### src/rtl/spm_pkg.sv
`timescale 1ns/1ps
package spm_pkg;

    typedef enum logic [2:0] {
        CMD_LOAD,
        CMD_ERASE,
        CMD_WRITE,
        CMD_LOCK,
        CMD_RWWEN
    } spm_cmd_e;

    typedef enum logic [1:0] {
        ST_IDLE,
        ST_ARMED,
        ST_FLASH
    } spm_state_e;

    localparam int BIT_IE    = 7;
    localparam int BIT_BUSY  = 6;
    localparam int BIT_RWWEN = 4;
    localparam int BIT_LOCK  = 3;
    localparam int BIT_WRITE = 2;
    localparam int BIT_ERASE = 1;
    localparam int BIT_EN    = 0;

    localparam logic [1:0] FOP_LOAD  = 2'd0;
    localparam logic [1:0] FOP_ERASE = 2'd1;
    localparam logic [1:0] FOP_WRITE = 2'd2;

    // Readback image of bits 4..1 for a latched command
    function automatic logic [3:0] cmd_to_bits(input spm_cmd_e c);
        logic [3:0] b;
        b = 4'b0000;
        case (c)
            CMD_RWWEN: b = 4'b1000;
            CMD_LOCK:  b = 4'b0100;
            CMD_WRITE: b = 4'b0010;
            CMD_ERASE: b = 4'b0001;
            default:   b = 4'b0000;
        endcase
        return b;
    endfunction

    function automatic logic is_flash_op(input spm_cmd_e c);
        return (c == CMD_LOAD) || (c == CMD_ERASE) || (c == CMD_WRITE);
    endfunction

endpackage

### src/rtl/spm_cmd_sel.sv
`timescale 1ns/1ps
module spm_cmd_sel
    import spm_pkg::*;
(
    input  logic [4:1]  cmd_bits,
    output spm_cmd_e    cmd
);

    // Fixed priority: re-enable, lock set, write, erase, then load
    always_comb begin
        if (cmd_bits[BIT_RWWEN])
            cmd = CMD_RWWEN;
        else if (cmd_bits[BIT_LOCK])
            cmd = CMD_LOCK;
        else if (cmd_bits[BIT_WRITE])
            cmd = CMD_WRITE;
        else if (cmd_bits[BIT_ERASE])
            cmd = CMD_ERASE;
        else
            cmd = CMD_LOAD;
    end

endmodule

### src/rtl/spm_seq.sv
`timescale 1ns/1ps
module spm_seq
    import spm_pkg::*;
#(
    parameter int WIN_CYC = 4,
    parameter int CFG_CYC = 3
) (
    input  logic        clk,
    input  logic        rst_n,
    input  logic        arm,
    input  logic        disarm,
    input  spm_cmd_e    arm_cmd,
    input  logic        spm_strobe,
    input  logic        fl_done,
    output spm_state_e  state,
    output spm_cmd_e    cmd,
    output logic        go,
    output logic        cfg_open
);

    localparam int CW = $clog2(WIN_CYC + 1);
    localparam logic [CW-1:0] CNT_LAST = CW'(WIN_CYC - 1);
    localparam logic [CW-1:0] CNT_CFG  = CW'(CFG_CYC);

    spm_state_e     state_nx;
    spm_cmd_e       cmd_nx;
    logic [CW-1:0]  cnt, cnt_nx;

    // State register
    always_ff @(posedge clk or negedge rst_n) begin
        if (!rst_n) begin
            state <= ST_IDLE;
            cmd   <= CMD_LOAD;
            cnt   <= '0;
        end else begin
            state <= state_nx;
            cmd   <= cmd_nx;
            cnt   <= cnt_nx;
        end
    end

    // Next-state logic
    always_comb begin
        state_nx = state;
        cmd_nx   = cmd;
        cnt_nx   = cnt;
        unique case (state)
            ST_IDLE: begin
                if (arm) begin                      // arm
                    state_nx = ST_ARMED;
                    cmd_nx   = arm_cmd;
                    cnt_nx   = '0;
                end
            end
            ST_ARMED: begin
                if (spm_strobe) begin               // accept
                    state_nx = is_flash_op(cmd) ? ST_FLASH : ST_IDLE;
                end else if (arm) begin             // rearm
                    cmd_nx = arm_cmd;
                    cnt_nx = '0;
                end else if (disarm) begin          // disarm
                    state_nx = ST_IDLE;
                end else if (cnt == CNT_LAST) begin // expire
                    state_nx = ST_IDLE;
                end else begin
                    cnt_nx = cnt + 1'b1;
                end
            end
            ST_FLASH: begin
                if (fl_done)                        // done
                    state_nx = ST_IDLE;
            end
            default: state_nx = ST_IDLE;
        endcase
    end

    // Outputs
    always_comb begin
        go       = (state == ST_ARMED) && spm_strobe;
        cfg_open = (state == ST_ARMED) && (cmd == CMD_LOCK) && (cnt < CNT_CFG);
    end

    a_r4_window_bound: assert property (@(posedge clk) disable iff (!rst_n)
        (state == ST_ARMED) |-> (cnt < CW'(WIN_CYC)))
        else $error("armed counter outside window");

endmodule

### src/rtl/spm_status.sv
`timescale 1ns/1ps
module spm_status
    import spm_pkg::*;
(
    input  logic      clk,
    input  logic      rst_n,
    input  logic      reg_wr,
    input  logic      wr_ie,
    input  logic      wr_rwwen,
    input  logic      go,
    input  spm_cmd_e  cmd,
    input  logic      in_rww,
    output logic      ie,
    output logic      busy,
    output logic      load_abort
);

    logic load_active;

    always_ff @(posedge clk or negedge rst_n) begin
        if (!rst_n) begin
            ie          <= 1'b0;
            busy        <= 1'b0;
            load_active <= 1'b0;
            load_abort  <= 1'b0;
        end else begin
            load_abort <= 1'b0;
            if (reg_wr)
                ie <= wr_ie;

            if (go && (cmd == CMD_ERASE || cmd == CMD_WRITE) && in_rww)
                busy <= 1'b1;
            else if (go && (cmd == CMD_LOAD || cmd == CMD_RWWEN))
                busy <= 1'b0;

            if (go && cmd == CMD_LOAD)
                load_active <= 1'b1;
            else if (go && cmd == CMD_WRITE)
                load_active <= 1'b0;
            else if (reg_wr && wr_rwwen && load_active) begin
                load_active <= 1'b0;
                load_abort  <= 1'b1;
            end
        end
    end

    a_r10_abort_needs_write: assert property (@(posedge clk) disable iff (!rst_n)
        load_abort |-> ($past(reg_wr) && $past(wr_rwwen)))
        else $error("abort without a re-enable write");

endmodule

### src/rtl/spm_issue.sv
`timescale 1ns/1ps
module spm_issue
    import spm_pkg::*;
#(
    parameter int ADDR_W = 16,
    parameter int DATA_W = 16
) (
    input  logic              clk,
    input  logic              rst_n,
    input  logic              go,
    input  spm_cmd_e          cmd,
    input  logic [ADDR_W-1:0] spm_addr,
    input  logic [DATA_W-1:0] spm_data,
    output logic              fl_start,
    output logic [1:0]        fl_op,
    output logic [ADDR_W-1:0] fl_addr,
    output logic [DATA_W-1:0] fl_wdata,
    output logic              lock_wr,
    output logic [7:0]        lock_wdata
);

    always_ff @(posedge clk or negedge rst_n) begin
        if (!rst_n) begin
            fl_start   <= 1'b0;
            fl_op      <= FOP_LOAD;
            fl_addr    <= '0;
            fl_wdata   <= '0;
            lock_wr    <= 1'b0;
            lock_wdata <= '0;
        end else begin
            fl_start <= 1'b0;
            lock_wr  <= 1'b0;
            if (go) begin
                unique case (cmd)
                    CMD_LOAD, CMD_ERASE, CMD_WRITE: begin
                        fl_start <= 1'b1;
                        fl_addr  <= spm_addr;
                        fl_wdata <= spm_data;
                        fl_op    <= (cmd == CMD_LOAD)  ? FOP_LOAD :
                                    (cmd == CMD_ERASE) ? FOP_ERASE : FOP_WRITE;
                    end
                    CMD_LOCK: begin
                        lock_wr    <= 1'b1;
                        lock_wdata <= spm_data[7:0];
                    end
                    default: ;
                endcase
            end
        end
    end

    a_r11_lock_exclusive: assert property (@(posedge clk) disable iff (!rst_n)
        lock_wr |-> !fl_start)
        else $error("lock and flash start together");

endmodule

### src/rtl/spm_ctrl.sv
`timescale 1ns/1ps
module spm_ctrl
    import spm_pkg::*;
#(
    parameter int                ADDR_W    = 16,
    parameter int                DATA_W    = 16,
    parameter logic [ADDR_W-1:0] RWW_LIMIT = 16'hE000,
    parameter int                WIN_CYC   = 4,
    parameter int                CFG_CYC   = 3
) (
    input  logic              clk,
    input  logic              rst_n,
    input  logic              reg_wr,
    input  logic [7:0]        reg_wdata,
    output logic [7:0]        reg_rdata,
    input  logic              gie,
    output logic              spm_irq,
    input  logic              spm_strobe,
    input  logic [ADDR_W-1:0] spm_addr,
    input  logic [DATA_W-1:0] spm_data,
    input  logic              lpm_strobe,
    input  logic              lpm_addr0,
    output logic              cfg_hit,
    output logic [7:0]        cfg_rdata,
    input  logic [7:0]        lock_bits,
    input  logic [7:0]        fuse_bits,
    output logic              fl_start,
    output logic [1:0]        fl_op,
    output logic [ADDR_W-1:0] fl_addr,
    output logic [DATA_W-1:0] fl_wdata,
    input  logic              fl_done,
    output logic              rww_blocked,
    output logic              load_abort,
    output logic              lock_wr,
    output logic [7:0]        lock_wdata
);

    spm_cmd_e    arm_cmd, cmd;
    spm_state_e  state;
    logic        arm, disarm, go, cfg_open;
    logic        ie, busy, spmen, in_rww;
    logic        wdata_unused;

    assign wdata_unused = ^reg_wdata[6:5];
    assign arm    = reg_wr && reg_wdata[BIT_EN] && (state != ST_FLASH);
    assign disarm = reg_wr && !reg_wdata[BIT_EN];
    assign in_rww = (spm_addr < RWW_LIMIT);

    spm_cmd_sel u_sel (
        .cmd_bits (reg_wdata[4:1]),
        .cmd      (arm_cmd)
    );

    spm_seq #(.WIN_CYC(WIN_CYC), .CFG_CYC(CFG_CYC)) u_seq (
        .clk        (clk),
        .rst_n      (rst_n),
        .arm        (arm),
        .disarm     (disarm),
        .arm_cmd    (arm_cmd),
        .spm_strobe (spm_strobe),
        .fl_done    (fl_done),
        .state      (state),
        .cmd        (cmd),
        .go         (go),
        .cfg_open   (cfg_open)
    );

    spm_status u_stat (
        .clk        (clk),
        .rst_n      (rst_n),
        .reg_wr     (reg_wr),
        .wr_ie      (reg_wdata[BIT_IE]),
        .wr_rwwen   (reg_wdata[BIT_RWWEN]),
        .go         (go),
        .cmd        (cmd),
        .in_rww     (in_rww),
        .ie         (ie),
        .busy       (busy),
        .load_abort (load_abort)
    );

    spm_issue #(.ADDR_W(ADDR_W), .DATA_W(DATA_W)) u_iss (
        .clk        (clk),
        .rst_n      (rst_n),
        .go         (go),
        .cmd        (cmd),
        .spm_addr   (spm_addr),
        .spm_data   (spm_data),
        .fl_start   (fl_start),
        .fl_op      (fl_op),
        .fl_addr    (fl_addr),
        .fl_wdata   (fl_wdata),
        .lock_wr    (lock_wr),
        .lock_wdata (lock_wdata)
    );

    always_comb begin
        spmen       = (state != ST_IDLE);
        reg_rdata   = {ie, busy, 1'b0,
                       spmen ? cmd_to_bits(cmd) : 4'b0000, spmen};
        spm_irq     = ie && gie && !spmen;
        rww_blocked = busy;
        cfg_hit     = lpm_strobe && cfg_open;
        cfg_rdata   = cfg_hit ? (lpm_addr0 ? fuse_bits : lock_bits) : 8'h00;
    end

    a_r7_busy_rise: assert property (@(posedge clk) disable iff (!rst_n)
        $rose(busy) |-> (fl_start && fl_op != FOP_LOAD))
        else $error("busy rose without erase or write");

    a_r8_busy_fall: assert property (@(posedge clk) disable iff (!rst_n)
        $fell(busy) |-> $past(go))
        else $error("busy fell without an accepted command");

    a_r6_start_in_flash: assert property (@(posedge clk) disable iff (!rst_n)
        fl_start |-> (state == ST_FLASH))
        else $error("flash start outside the flash state");

    a_r11_lock_after_strobe: assert property (@(posedge clk) disable iff (!rst_n)
        lock_wr |-> $past(spm_strobe))
        else $error("lock pulse without strobe");

endmodule

### config.mk
export PLATFORM = sky130hd
export DESIGN_NAME = spm_ctrl
export DESIGN_NICKNAME = d
export VERILOG_FILES = /design/src/rtl/spm_pkg.sv /design/src/rtl/spm_cmd_sel.sv /design/src/rtl/spm_seq.sv /design/src/rtl/spm_status.sv /design/src/rtl/spm_issue.sv /design/src/rtl/spm_ctrl.sv
export SDC_FILE = /design/constraint.sdc
export NUM_CORES = 1
export LEC_CHECK = 0
export ABC_AREA = 1
export BUFFER_PORTS_ARGS = -buffer_cell sky130_fd_sc_hd__buf_2
export CAP_MARGIN = 20
export CORE_MARGIN = 1.5
export CORE_UTILIZATION = 30
export DETAILED_ROUTE_END_ITERATION = 12
export GPL_TIMING_DRIVEN = 0
export PLACE_DENSITY = 0.71
export SLEW_MARGIN = 10
export SYNTH_ARGS = -nofsm -noshare
export SYNTH_HDL_FRONTEND = slang
export SYNTH_SLANG_ARGS = --single-unit
### constraint.sdc
create_clock -name clk -period 1.3 [get_ports clk]
set_clock_uncertainty 0.15 [all_clocks]
set_input_delay 0.195 -clock clk [delete_from_list [all_inputs] [get_ports clk]]
set_output_delay 0.195 -clock clk [all_outputs]
set_load 0.05 [all_outputs]
### Yosys cells after proc, flatten, opt, wreduce, memory -nomap -nowiden

Index checks and enable logic that the tools add are counted.

| storage, ports and cells | value |
|---|---|
| register bits | 56 |
| bits of input ports | 64 |
| output and inout bits | 64 |

| cells by class | value |
|---|---|
| add/subtract/negate cells | 1 |
| order comparisons | 2 |
| eq/ne operators | 15 |
| mux-type cells | 39 |
| reductions and logical operators | 34 |

Operator list:

| kind | count |
|---|---|
| $mux W3 | 10 |
| $mux W2 | 9 |
| $logic_and A1 B1 Y1 | 16 |
| $lt A16 B16 Y1 const B | 1 |
| $mux W8 | 2 |
| $pmux W4 S4 | 1 |
| $mux W1 | 13 |
| $pmux W3 S2 | 2 |
| $eq A3 B2 Y1 const B | 3 |
| $ne A3 B3 Y1 const B | 3 |
| $ne A2 B2 Y1 const B | 4 |
| $pmux W2 S3 | 1 |
| $reduce_and A2 Y1 | 3 |
| $reduce_bool A2 Y1 | 3 |
| $reduce_and A5 Y1 | 1 |
| $logic_or A1 B1 Y1 | 4 |
| $mux W4 | 1 |
| $ne A4 B3 Y1 const B | 1 |
| $reduce_and A4 Y1 | 1 |
| $add A3 B1 Y3 const B | 1 |
| $eq A3 B1 Y1 const B | 1 |
| $eq A3 B3 Y1 const B | 1 |
| $logic_not A3 Y1 | 1 |
| $lt A3 B2 Y1 const B | 1 |
| other kinds (6) | 7 |

### Depth between registers and ports, before layout

Gate-level depths: netlist of run 1.

| depth | value |
|---|---|
| depth after elaboration | 7 |
| depth in mapped cells | 8 |
| depth with buffers taken out | 7 |

### By module

From an unflattened synthesis of run 1, not the netlist that was laid out.

| second synthesis, totals | value |
|---|---|
| cells, all modules | 355 |
| area total of the unflattened synthesis | 2780.2 sq um |

By module, submodules not included:

| module | times used | cells an instance | area an instance (sq um) | seq. area each (sq um) |
|---|---|---|---|---|
| spm_issue | 1 | 191 | 1778.0 | 1101.1 |
| spm_seq | 1 | 57 | 451.7 | 200.2 |
| spm_ctrl | 1 | 71 | 312.8 | 0.0 |
| spm_status | 1 | 30 | 202.7 | 100.1 |
| spm_cmd_sel | 1 | 6 | 35.0 | 0.0 |

### Least setup slack after synthesis of run 1

No wires, ideal clock.

| path | value |
|---|---|
| path kind | flip-flop to output port |
| start point | reg u_seq.cmd[1] |
| end point | out reg_rdata[3] |
| data arrival time | 2.002 ns |
| setup slack | -1.047 ns |
| cell stages (with the launch flop) | 3 |
| buffers on the path | 0 |
| path through | dfrtp_1 > inv_1 > nor4_1 |

| on the way | value |
|---|---|
| longest elaborated chain between the ends | 3 |

Ends and longest elaborated chain:

| item | line | text |
|---|---|---|
| start: declaration | spm_seq.sv:16 | `output spm_cmd_e cmd,` |
| start signal: assignment | spm_seq.sv:37 | `cmd <= cmd_nx;` |
| $eq A3 B1 Y1 (tied with other cells) | spm_pkg.sv:34 | `case (c)` |
| $pmux W4 S4 (*) | spm_pkg.sv:34 |  |
| $mux W4 (*) | spm_ctrl.sv:100 | `spmen ? cmd_to_bits(cmd) : 4'b0000, spmen};` |
| end: declaration | spm_ctrl.sv:15 | `output logic [7:0] reg_rdata,` |

Mark *: on every way between the ends. The rest lies on a longest branch, timed or not.

### Final worst setup path of run 1

| path | value |
|---|---|
| start point | reg u_seq.cmd[1] |
| end point | out cfg_rdata[6] |

| on the way | value |
|---|---|
| longest elaborated chain between the ends | 5 |

Ends and longest elaborated chain:

| item | line | text |
|---|---|---|
| $eq A3 B2 Y1 | spm_seq.sv:80 | `cfg_open = (state == ST_ARMED) && (cmd == CMD_LOCK) && (cnt < CNT_CFG);` |
| $logic_and A1 B1 Y1 (2 in a row) | spm_seq.sv:80 |  |
| $logic_and A1 B1 Y1 | spm_ctrl.sv:103 | `cfg_hit = lpm_strobe && cfg_open;` |
| $mux W8 | spm_ctrl.sv:104 | `cfg_rdata = cfg_hit ? (lpm_addr0 ? fuse_bits : lock_bits) : 8'h00;` |
| end: declaration | spm_ctrl.sv:24 | `output logic [7:0] cfg_rdata,` |

Every way passes these cells.

==> results of run 1 <==
[cells in the mapped netlist]
cell type,n,area share
nor2_4,1,0.0045
clkbuf_1,1,0.0015
dfrtp_1,56,0.56
o21ai_0,16,0.032
conb_1,1,0.0015
nor4_1,1,0.0025
nor2_1,21,0.032
nor3_4,1,0.0065
mux2i_1,8,0.032
o21ai_1,5,0.010
nand4_1,4,0.010
o31ai_1,1,0.0030
buf_6,1,0.0045
nor3_1,2,0.0040
nor3b_1,1,0.0030
inv_2,2,0.0030
ha_1,2,0.010
inv_1,25,0.038
buf_4,6,0.018
nand2_4,1,0.0045
nand2_1,116,0.17
o21bai_1,1,0.0030
nand2_2,1,0.0025
mux2_2,1,0.0045
buf_2,4,0.0080
nand4_2,1,0.0050
a21oi_1,3,0.0060
nand3_1,8,0.016
[timing repair]
item                                    4_1_cts  5_1_grt
endpoints found under the hold margin        66        0
pin swaps                                    18       16
gates cloned                                  7        1
hold buffers                                 36        0
endpoints found under the setup margin       86      106
resized for setup                           176      119
buffers inserted                             29       26
[metal layers]
metal	global-route usage	vias up
met3	0.0421	22
met5	0	-
met4	0.0634	0
met1	0.241	1398
li1	-	1357
met2	0.360	90
[worst max-delay path by stage]
stage	end	slack [ns]
after global routing	cfg_rdata[0]	-0.76
after detailed placement	cfg_rdata[1]	-0.60
after CTS	cfg_rdata[0]	-0.64
after floorplan	cfg_rdata[0]	-0.42
after global placement	cfg_rdata[0]	-0.58
final	cfg_rdata[6]	-0.68
[worst max-delay path: cells and delay by family, from the launching register on]
kind	cells	cell delay, ns
DFF	1	0.38
and+or+nand+nor	3	0.50
buffers and inverters	3	0.44
[power groups by stage]
stage / combinational [mW] / clock (mW) / sequential (mW)
after floorplan: 1.88 / 0 / 4.91
after global placement: 5.02 / 0 / 2.90
after detailed placement: 5.12 / 0 / 2.93
after CTS: 7.15 / 1.04 / 2.94
after global routing: 8.97 / 1.09 / 3.07
final: 8.56 / 0.997 / 3.01
[stage by stage]
| step | util | setup TNS, ns | power [mW] | hold WS [ns] |
|---|---|---|---|---|
| global placement | 0.418 | -27.90 | 7.92 | 0.223 |
| detailed placement | 0.420 | -19.73 | 8.05 | 0.0895 |
| finish | 0.647 | -32.59 | 12.6 | 0.0404 |
| global route | 0.647 | -35.80 | 13.1 | 0.0344 |
| floorplan | - | -7.70 | 6.79 | -0.251 |
| CTS | 0.587 | -24.31 | 11.1 | 0.0255 |
[state kept, by name, indices dropped and copies added, names as in the netlist]
| name | count |
|---|---|
| u_stat.load_abort | 1 |
| u_seq.cmd | 3 |
| u_seq.cnt | 3 |
| u_stat.load_active | 1 |
| u_iss.lock_wdata | 8 |
| u_seq.state | 2 |
| u_iss.fl_wdata | 16 |
| u_iss.fl_start | 1 |
| u_iss.fl_addr | 16 |
| u_stat.ie | 1 |
| u_iss.fl_op | 2 |
| u_stat.busy | 1 |
| u_iss.lock_wr | 1 |
[cells by family (layout without fill, tap and decap cells)]
group                      count (synthesis)  in the layout  synth area share
buffers and inverters                     39            263            0.0726
AOI/OAI and AO/OA                         26             26            0.0541
adders and majority gates                  2              2            0.0100
DFF                                       56             56             0.561
and+or+nand+nor                          158            159             0.264
muxes                                      9              9            0.0366
other                                      1              1           0.00150
[layout make-up]
type	count	share of cell area
well taps	105	0.0250
multi-input cells	197	0.274
plain buffers	11	0.0242
clock inverters	3	0.00404
repair buffers	217	0.369
flip-flops and latches	56	0.267
inverters	27	0.0238
clock buffers	5	0.0131
==> key figures, run 1 <==
Placed design
  – Dpl ws: -0.603 ns
  – Dpl cell area: 3420 sq um
  – RePlAce Congestion: about 0.76
  – Inst Count DP: between 500 and 600
  – Port bufs: approximately 120
  – DP HPWL: ~5.1 mm

Setup path
  – Crit path kind: reg2out
  – Max incr delay on CP: about 0.38 ns
  – Worst path slowest cell: dfrtp_1
  – Cells on worst reg2reg path: 10
  – CP endpoint kind: output pin
  – Worst R2R End: u_seq.cnt[2]
  – Critical Path Source: u_seq.cmd[1]
  – Crit path launch type: flop
  – CP required: 0.95 ns
  – Worst R2R Start: u_seq.state[1]
  – Arr. time, crit path: roughly 1.6 ns
  – Max Fanout on Critical Path: 9
  – R2R Setup Slk: -0.53 ns
  – Critical path cell sequence: inv_2 > nor3_4 > nand4_4 > buf_12 > nor2_4 > buf_8

Min path
  – Hold Startpoint: reg_wr
  – HP Class: in2reg
  – Worst Hold End: u_stat.ie
  – Hold depth: 2

Global route
  – GRT Total Usage: 0.202
  – GRT overflow: 0
  – Pin count of the biggest net entering global routing: 33
  – First-pass GRT wire length: 13.8 mm
  – Vias in the first global route: approximately 2,800
  – Initial antenna violation count: 0

Detailed routing
  – WL/cell: about 15 um
  – Starting DRT DRC Count: 97
  – Iteration count of the initial detailed-routing pass: 4
  – Vias per inst: approximately 4.6
  – Antenna Nets Post-Route: 0
  – Met3 WL: approximately 330 um
  – Drt total wl: roughly 9.6 mm
  – # DRC: 0
  – M1 WL: 3.73 mm
  – Wire length on met2: 5.29 mm
  – Via Count: ~2,900
  – Uppermost layer routed: met4

Pwr
  – Peak VDD IR: approximately 1300 uV
  – Sw Pwr: about 6.3 mW
  – Gate power share: 0.681
  – PwrDens: about 2400 nW/um^2
  – Seq pwr share: 0.240
  – Power Internal: approximately 6.3 mW
  – Clk pwr share: 0.079
  – Leak Pwr: roughly 2.7 nW
  – Sw Share: 0.500

STA
  – Setup WS post-layout: -0.679 ns
  – Hold Fails Final Rpt: 0
  – RSZ-0062 raised after global routing: yes
  – Tightest Pin Transition: approximately 0.54 ns
  – Relative slew slack: 0.638
  – Post-route minimum period: between 1.5 and 2 ns
  – Max-slew violations: 0
  – Final setup fails: between 70 and 80
  – Final period util: 1.52
  – Max Freq: a little over 500 MHz

Floorplanning
  – Die ar.: between 8000 and 9000 sq um
  – Die X: approximately 94 um
  – Initial core utilization: 0.307
  – # rows: 33
  – # IOs: around 130
  – DIE HEIGHT: approximately 94 um
  – Core region area: ~8100 sq um

Run
  – Max Cap Viol: 0

Cells and area
  – Fill cell count: around 610
  – Multi-input gate area: ~1400 sq um
  – Final cell count without fillers: about 620
  – Nets@finish: approximately 580
  – # diodes: 0
  – Layout cells sized above 1: 0.599
  – Most common cell after layout, fill and taps aside: nand2_1
  – Most frequent cells in the layout: 68 x nand2_1, 60 x buf_2, 53 x buf_4, 53 x dfrtp_1, 49 x buf_6
  – Reg area: 1410 sq um
  – Area grow syn2layout: 111%
  – Fin area: ~5300 sq um

Logic synthesis
  – Sequential fraction of the synthesis area: 0.561
  – Synth unique cells: 28
  – Netlist Area Pre-Place: between 2000 and 2500 sq um
  – Post-Syn Area per Cell: 8.59 sq um
  – Cells after synthesis: 291
  – Syn. warnings: 0
  – Post-Syn Nets: around 360
  – FF+latch count, synth: between 50 and 60

Clock network
  – Maximum root-to-sink buffer count: 2
  – H-Tree Depth: 2
  – CTS Root Buffer Type: clkbuf_8
  – Clock-pin slew on the worst setup and hold paths: roughly 0.10 ns
  – TritonCTS buffer count: 5
  – CTS sink cnt: 56
  – Clk_lat worst skew: 0.30 ns
  – CTS tree: yes

Status
  – Failing checks: setup timing
  – Status: finished with violations
Power figures use the tool's default switching activity.
==> run 2, diff against run 1 <==
--- a/config.mk
+++ b/config.mk
@@ -9,10 +9,10 @@
 export BUFFER_PORTS_ARGS = -buffer_cell sky130_fd_sc_hd__buf_2
 export CAP_MARGIN = 20
 export CORE_MARGIN = 1.5
-export CORE_UTILIZATION = 30
+export CORE_UTILIZATION = 41
 export DETAILED_ROUTE_END_ITERATION = 12
 export GPL_TIMING_DRIVEN = 0
-export PLACE_DENSITY = 0.71
+export PLACE_DENSITY = 0.88
 export SLEW_MARGIN = 10
 export SYNTH_ARGS = -nofsm -noshare
 export SYNTH_HDL_FRONTEND = slang
==> run 2 against run 1 <==
Effect of this change:
- the run still ends with setup timing left
- final cell count down 7.1%
- utilization up 24 points
- total power up 1.4%
- register-to-register slack about the same
- largest power group unchanged
- via count up 10%
- final area down 0.71%
- hold slack worse by 0.012 ns
- sequential share of layout area up 0.22 points
- combinational power down 0.6%
==> key figures, run 2 (synthesized netlist as in run 1, its figures left out) <==
STA
  – Tightest Pin Transition: 0.691 ns (+0.149 ns)
  – Max-slew violations: 0 (unchanged)
  – RSZ-0062 raised after global routing: yes
  – Hold Fails Final Rpt: 0 (unchanged)
  – Setup WS post-layout: -0.756 ns (-0.0770 ns)
  – Final hold slack: 0.0289 ns (-0.0115 ns)
  – Final period util: 1.58 (+0.0592)
  – Relative slew slack: 0.539 (-0.0991)
  – Post-route minimum period: 2.06 ns (+0.0770 ns)
  – Final setup fails: 77 (+6.9%)
  – Max Freq: 486 MHz (-3.7%)

Pwr
  – Peak VDD IR: 2340 uV (+73%)
  – Leak Pwr: 2.68 nW (-0.21%)
  – PwrDens: 2440 nW/um^2 (+2.2%)

Detailed routing
  – M1 WL: 4.18 mm (+12%)
  – Via Count: 3,156 (+10%)
  – Starting DRT DRC Count: 178 (+84%)
  – Wire length on met2: 6.31 mm (+19%)
  – Vias per inst: 5.47 (+18%)
  – Uppermost layer routed: met4
  – Drt total wl: 12.2 mm (+28%)
  – Antenna Nets Post-Route: 0 (unchanged)
  – # DRC: 0 (unchanged)
  – Met3 WL: 881 um (+170%)
  – WL/cell: 21.2 um (+37%)
  – Iteration count of the initial detailed-routing pass: 6 (+2)

Floorplanning
  – Core region area: 5890 sq um (-28%)
  – # rows: 28 (-15%)
  – DIE HEIGHT: 81.1 um (-14%)
  – # IOs: 128 (unchanged)
  – Initial core utilization: 0.425 (+0.117)
  – Die ar.: 6570 sq um (-26%)
  – Die X: 81.1 um (-14%)

Setup path
  – Worst R2R Start: u_seq.state[1]
  – CP endpoint kind: output pin
  – Crit path kind: reg2out
  – Arr. time, crit path: 1.71 ns (+0.08 ns)
  – R2R Setup Slk: -0.52 ns (about the same)
  – Crit path top cell by count: nor2_4
  – Worst path slowest cell: dfrtp_2
  – Critical Path Source: u_seq.state[0]
  – CP required: 0.95 ns (about the same)
  – Critical path cell sequence: inv_1 > nor2_4 > nand4_4 > buf_12 > nor2_4 > buf_8
  – Max incr delay on CP: 0.49 ns (+0.11 ns)
  – Crit path launch type: flop
  – Max Fanout on Critical Path: 9 (unchanged)

Placed design
  – DP HPWL: 4.85 mm (-4.1%)
  – Port bufs: 123 (unchanged)
  – Dpl ws: -0.597 ns (+0.00670 ns)
  – Dpl cell area: 3380 sq um (-1.1%)
  – Inst Count DP: 490 (-5.8%)
  – RePlAce Congestion: 0.797 (+4.6%)

Cells and area
  – Layout cells sized above 1: 0.633 (+0.0346)
  – Final cell count without fillers: 577 (-7.1%)
  – Final core occ: 0.888 (+0.241)
  – Most common cell after layout, fill and taps aside: buf_2
  – Fin area: 5230 sq um (-0.71%)
  – Most frequent cells in the layout: 66 x buf_2, 52 x dfrtp_1, 48 x nand2_1
  – Top flop regs: u_iss.fl_addr: 16 flops, u_iss.fl_wdata: 16 flops, u_iss.lock_wdata: 8 flops
  – # diodes: 0 (unchanged)
  – Nets@finish: 567 (-2.4%)
  – Fill cell count: 223 (-64%)
  – Area grow syn2layout: 109%

Global route
  – Initial antenna violation count: 0 (unchanged)
  – GRT overflow: 0 (unchanged)
  – First-pass GRT wire length: 14.4 mm (+3.7%)
  – Pin count of the biggest net entering global routing: 31 (-6.1%)
  – Vias in the first global route: 2,983 (+6.0%)
  – GRT Total Usage: 0.294 (+0.0922)

Status
  – Status: finished with violations
  – Failing checks: setup timing

Min path
  – HP Class: in2reg
  – Hold Startpoint: reg_wr

Clock network
  – CTS tree: yes
  – Clk_lat worst skew: 0.32 ns (+0.02 ns)
  – CTS sink cnt: 56 (unchanged)
  – Maximum root-to-sink buffer count: 2 (unchanged)
  – H-Tree Depth: 2 (unchanged)
  – Clock-pin slew on the worst setup and hold paths: 0.10 ns (about the same)
  – TritonCTS buffer count: 5 (unchanged)
  – CTS Root Buffer Type: clkbuf_8

Run
  – Max Cap Viol: 0 (unchanged)
[run 2: cell types whose count changed in the layout (fill, tap and decap cells not counted), sizes merged]
cell / delta
clkbuf: +2
clkinvlp: -1
inv: -1
buf: -14
clkinv: +1
dlygate4sd3: -1
[run 2: power by group]
group | switching, mW | internal (mW)
registers | 0.731 | 2.45
clock network | 0.611 | 0.438
logic | 5.32 | 3.19
total | 6.66 | 6.08
[run 2: critical path: cells and delay by family, from the launching register on]
family                 cells  cell delay [ns]
buffers and inverters      3             0.49
AND/OR/NAND/NOR            3             0.39
flip-flops                 1             0.49
[run 2: routing by layer]
metal,track usage,up-vias
li1,-,1331
met1,0.310,1514
met2,0.553,225
met3,0.0584,86
met4,0.143,0
met5,0,-
[run 2: worst paths after layout]
kind                                  endpoint  cells after the start
max in group asynchronous    u_iss.fl_wdata[9]                      3
min in group asynchronous     u_iss.fl_addr[2]                      2
setup / recovery                  cfg_rdata[5]                      6
hold reg to reg               u_iss.fl_addr[8]                      2
hold / removal                       u_stat.ie                      2
setup reg to reg           u_iss.lock_wdata[0]                     10
[run 2: cell type report]
cell class / count / area, sq um / share of cell area
Buffer: 12 / 146 / 0.0280
Clock buffer: 6 / 82.6 / 0.0158
Clock inverter: 2 / 13.8 / 0.00263
Inverter: 27 / 133 / 0.0254
Multi-Input combinational cell: 197 / 1550 / 0.297
Sequential cell: 56 / 1410 / 0.269
Tap cell: 75 / 93.8 / 0.0180
Timing Repair Buffer: 202 / 1800 / 0.344
[run 2: per-stage QoR]
step                      setup TNS [ns]  power, mW
after detailed placement          -17.89       8.04
after floorplan                    -7.70       6.79
after global placement            -23.53       7.88
final                             -32.25       12.7
after global routing              -37.25       13.2
after CTS                         -25.53       10.5
[run 2: repair_timing]
action | in CTS | in global routing
gates cloned | 6 | 2
resized for setup | 135 | 201
setup buffers | 27 | 11
hold buffers | 35 | 0
pin swaps | 16 | 32
hold endpoints to repair | 63 | 0
endpoints found under the setup margin | 76 | 109
==> run 3, diff against run 2 <==
--- a/config.mk
+++ b/config.mk
@@ -9,11 +9,13 @@
 export BUFFER_PORTS_ARGS = -buffer_cell sky130_fd_sc_hd__buf_2
 export CAP_MARGIN = 20
 export CORE_MARGIN = 1.5
-export CORE_UTILIZATION = 41
+export CORE_UTILIZATION = 42
 export DETAILED_ROUTE_END_ITERATION = 12
 export GPL_TIMING_DRIVEN = 0
 export PLACE_DENSITY = 0.88
+export SETUP_SLACK_MARGIN = 0.05
 export SLEW_MARGIN = 10
 export SYNTH_ARGS = -nofsm -noshare
 export SYNTH_HDL_FRONTEND = slang
+export SYNTH_HIERARCHICAL = 1
 export SYNTH_SLANG_ARGS = --single-unit
==> run 3 against run 2 <==
Effect of this change:
- the flow still finishes with violations (setup timing)
- first-iteration DRC count increased by 65%
- synthesized area increased by 11%
- highest routed layer unchanged
- critical path type unchanged
- total power decreased by 1.5%
==> key figures, run 3 <==
Setup path
  – Critical path cell sequence: inv_2 > nor2_4 > nand2_2 > a211oi_2 > nand2_2 > clkinv_4 > nand2_4 > nor2_4 > buf_8
  – Crit path kind: reg2out
  – Max incr delay on CP: 0.41 ns (-0.08 ns)
  – CP required: 0.95 ns (about the same)
  – Arr. time, crit path: 1.73 ns (+0.02 ns)
  – CP endpoint kind: output pin
  – Worst path slowest cell: dfrtp_1
  – CP Buf/Inv Count: 3 (unchanged)
  – Crit path launch type: flop
  – Max Fanout on Critical Path: 5 (-4)
  – Delay-heaviest family, CP: simple AND/OR/NAND/NOR gates

Logic synthesis
  – Most common cell in the synthesized netlist: nand2_1
  – Synth cell count leaders: 140 x nand2_1, 56 x dfrtp_1, 49 x nand3_1, 32 x inv_1, 28 x nor2_1
  – Cells after synthesis: 355 (+22%)
  – Netlist Area Pre-Place: 2780 sq um (+11%)
  – FFs w/ async S/R, synth: 1.00 (unchanged)
  – Post-Syn Nets: 421 (+18%)
  – Post-Syn Area per Cell: 7.83 sq um (-8.8%)
  – Synth area leaders: dfrtp_1 50%, nand2_1 19%, nand3_1 8.8%
  – Synth Flop Type: dfrtp_1
  – Largest area contributor in the netlist: dfrtp_1
  – Syn. warnings: 6 (+6)
  – Synth unique cells: 26 (-7.1%)
  – FF+latch count, synth: 56 (unchanged)
  – Post-synth top area share: 0.504 (-0.0568)
  – Number of synthesized flops with an enable pin: 0 (unchanged)
  – Sequential fraction of the synthesis area: 0.504 (-0.0568)

Global route
  – Initial antenna violation count: 0 (unchanged)
  – GRT Total Usage: 0.263 (-0.0315)
  – Vias in the first global route: 3,143 (+5.4%)
  – Pin count of the biggest net entering global routing: 38 (+23%)
  – First-pass GRT wire length: 15.1 mm (+5.0%)
  – GRT overflow: 0 (unchanged)

Clock network
  – CTS sink cnt: 56 (unchanged)
  – Clock-pin slew on the worst setup and hold paths: 0.11 ns (about the same)
  – Maximum root-to-sink buffer count: 2 (unchanged)
  – CTS tree: yes
  – TritonCTS buffer count: 5 (unchanged)
  – H-Tree Depth: 2 (unchanged)
  – CTS Root Buffer Type: clkbuf_8
  – Clk_lat worst skew: 0.31 ns (about the same)

Detailed routing
  – WL/cell: 17.6 um (-17%)
  – Starting DRT DRC Count: 294 (+65%)
  – # DRC: 0 (unchanged)
  – Vias per inst: 5.26 (-3.9%)
  – Via Count: 3,417 (+8.3%)
  – Drt total wl: 11.5 mm (-6.1%)
  – Antenna Nets Post-Route: 0 (unchanged)
  – Iteration count of the initial detailed-routing pass: 5 (-1)

Placed design
  – Dpl ws: -0.623 ns (-0.0261 ns)
  – RePlAce Congestion: 0.835 (+4.7%)
  – Port bufs: 123 (unchanged)
  – DP HPWL: 5.14 mm (+6.0%)
  – Dpl cell area: 3630 sq um (+7.4%)
  – Inst Count DP: 556 (+13%)

Cells and area
  – Top flop regs: u_iss/fl_addr: 16 flops, u_iss/fl_wdata: 16 flops, u_iss/lock_wdata: 8 flops
  – Multi-input gate area: 1530 sq um (-1.4%)
  – Layout cells sized above 1: 0.529 (-0.105)
  – Reg area: 1410 sq um (unchanged)
  – Fill cell count: 314 (+41%)
  – Area grow syn2layout: 91.7%
  – Most frequent cells in the layout: 88 x nand2_1, 69 x buf_6, 63 x buf_2
  – Final cell count without fillers: 650 (+13%)
  – Nets@finish: 638 (+13%)
  – Final core occ: 0.835 (-0.0533)
  – Fin area: 5330 sq um (+2.0%)
  – # diodes: 0 (unchanged)
  – Most common cell after layout, fill and taps aside: nand2_1

Floorplanning
  – DIE HEIGHT: 84.4 um (+4.1%)
  – # rows: 29 (+3.6%)
  – Die ar.: 7120 sq um (+8.3%)
  – Initial core utilization: 0.435 (+0.0108)
  – # IOs: 128 (unchanged)
  – Core region area: 6390 sq um (+8.5%)
  – Die X: 84.4 um (+4.1%)

STA
  – Final hold slack: 0.0150 ns (-0.0138 ns)
  – RSZ-0062 raised after global routing: yes
  – Max-slew violations: 0 (unchanged)
  – Setup WS post-layout: -0.773 ns (-0.0170 ns)
  – Post-route minimum period: 2.07 ns (+0.0170 ns)
  – Tightest Pin Transition: 0.504 ns (-0.188 ns)
  – Relative slew slack: 0.664 (+0.125)
  – Final setup fails: 72 (-6.5%)
  – Setup TNS: -45.66 ns (-13.40 ns)
  – Final period util: 1.59 (+0.0131)
  – Hold Fails Final Rpt: 0 (unchanged)
  – Max Freq: 482 MHz (-0.82%)

Status
  – Status: finished with violations
  – Failing checks: setup timing

Pwr
  – Peak VDD IR: 1900 uV (-19%)
  – Total power: 12.6 mW (-1.5%)
  – Leak Pwr: 2.78 nW (+3.9%)
  – PwrDens: 2360 nW/um^2 (-3.4%)

Min path
  – HP Class: in2reg

Run
  – Max Cap Viol: 0 (unchanged)
==> run 3: final timing paths <==
check	end	from	cells after the start	slack, ns
min in group asynchronous	u_iss/fl_addr[11]	rst_n	2	0.23
max	cfg_rdata[7]	u_seq/state[0]	9	-0.77
max reg2reg	u_iss/fl_addr[3]	u_seq/state[1]	10	-0.75
min reg2reg	u_iss/fl_wdata[1]	u_iss/fl_wdata[1]	2	0.36
min	u_stat/ie	reg_wr	3	0.02
max in group asynchronous	u_iss/fl_wdata[7]	rst_n	3	0.20
==> run 3: worst reg2reg max path, stage by stage, from the launching register on <==
cell,delay (ns)
dfrtp_2,0.45
buf_4,0.14
buf_6,0.10
buf_6,0.12
nor3b_4,0.23
inv_2,0.09
nor2_8,0.18
nand2_8,0.14
clkbuf_16,0.19
nand2_1,0.08
nand2_1,0.07
==> run 3: per-layer routing <==
layer / GRT usage / share of wire / wire length (um) / vias up
li1: - / - / - / 1528
met5: 0 / 0 / 0 / -
met3: 0.0551 / 0.074 / 847 / 40
met1: 0.295 / 0.36 / 4110 / 1615
met4: 0.0718 / 0.037 / 426 / 0
met2: 0.500 / 0.53 / 6080 / 234
==> run 3: area by class of cell <==
type,count,share of cell area
buffer,17,0.0331
clock buffer,5,0.0129
clock inverter,3,0.00423
inverter,38,0.0303
multi-input combinational,245,0.287
sequential,56,0.264
tap,77,0.0181
timing repair buffer,208,0.349
timing repair inverter,1,0.00164
==> run 3: report_power, final <==
| group | switching [mW] | total [mW] | leakage [nW] | internal, mW |
|---|---|---|---|---|
| logic | 5.21 | 8.50 | 2.02 | 3.29 |
| clock network | 0.597 | 0.985 | 0.0485 | 0.388 |
| registers | 0.646 | 3.07 | 0.715 | 2.43 |
| total | 6.46 | 12.6 | 2.78 | 6.10 |
==> run 3: cells by family (layout without fill, tap and decap cells) <==
logic type | after synthesis | in the layout | share of synthesized area
AOI/OAI and AO/OA | 8 | 8 | 0.0180
DFF | 56 | 56 | 0.504
buffers and inverters | 55 | 272 | 0.103
and+or+nand+nor | 233 | 234 | 0.365
adders and majority gates | 2 | 2 | 0.00900
other | 1 | 1 | 0.00135
==> run 3: repair_timing <==
action                     CTS  global route
gates cloned                 2             3
hold endpoints to repair    59             0
gates resized for setup    164            86
setup endpoints to repair  116           117
buffers inserted            17            30
pin swaps                   12            18
hold buffers                36             0
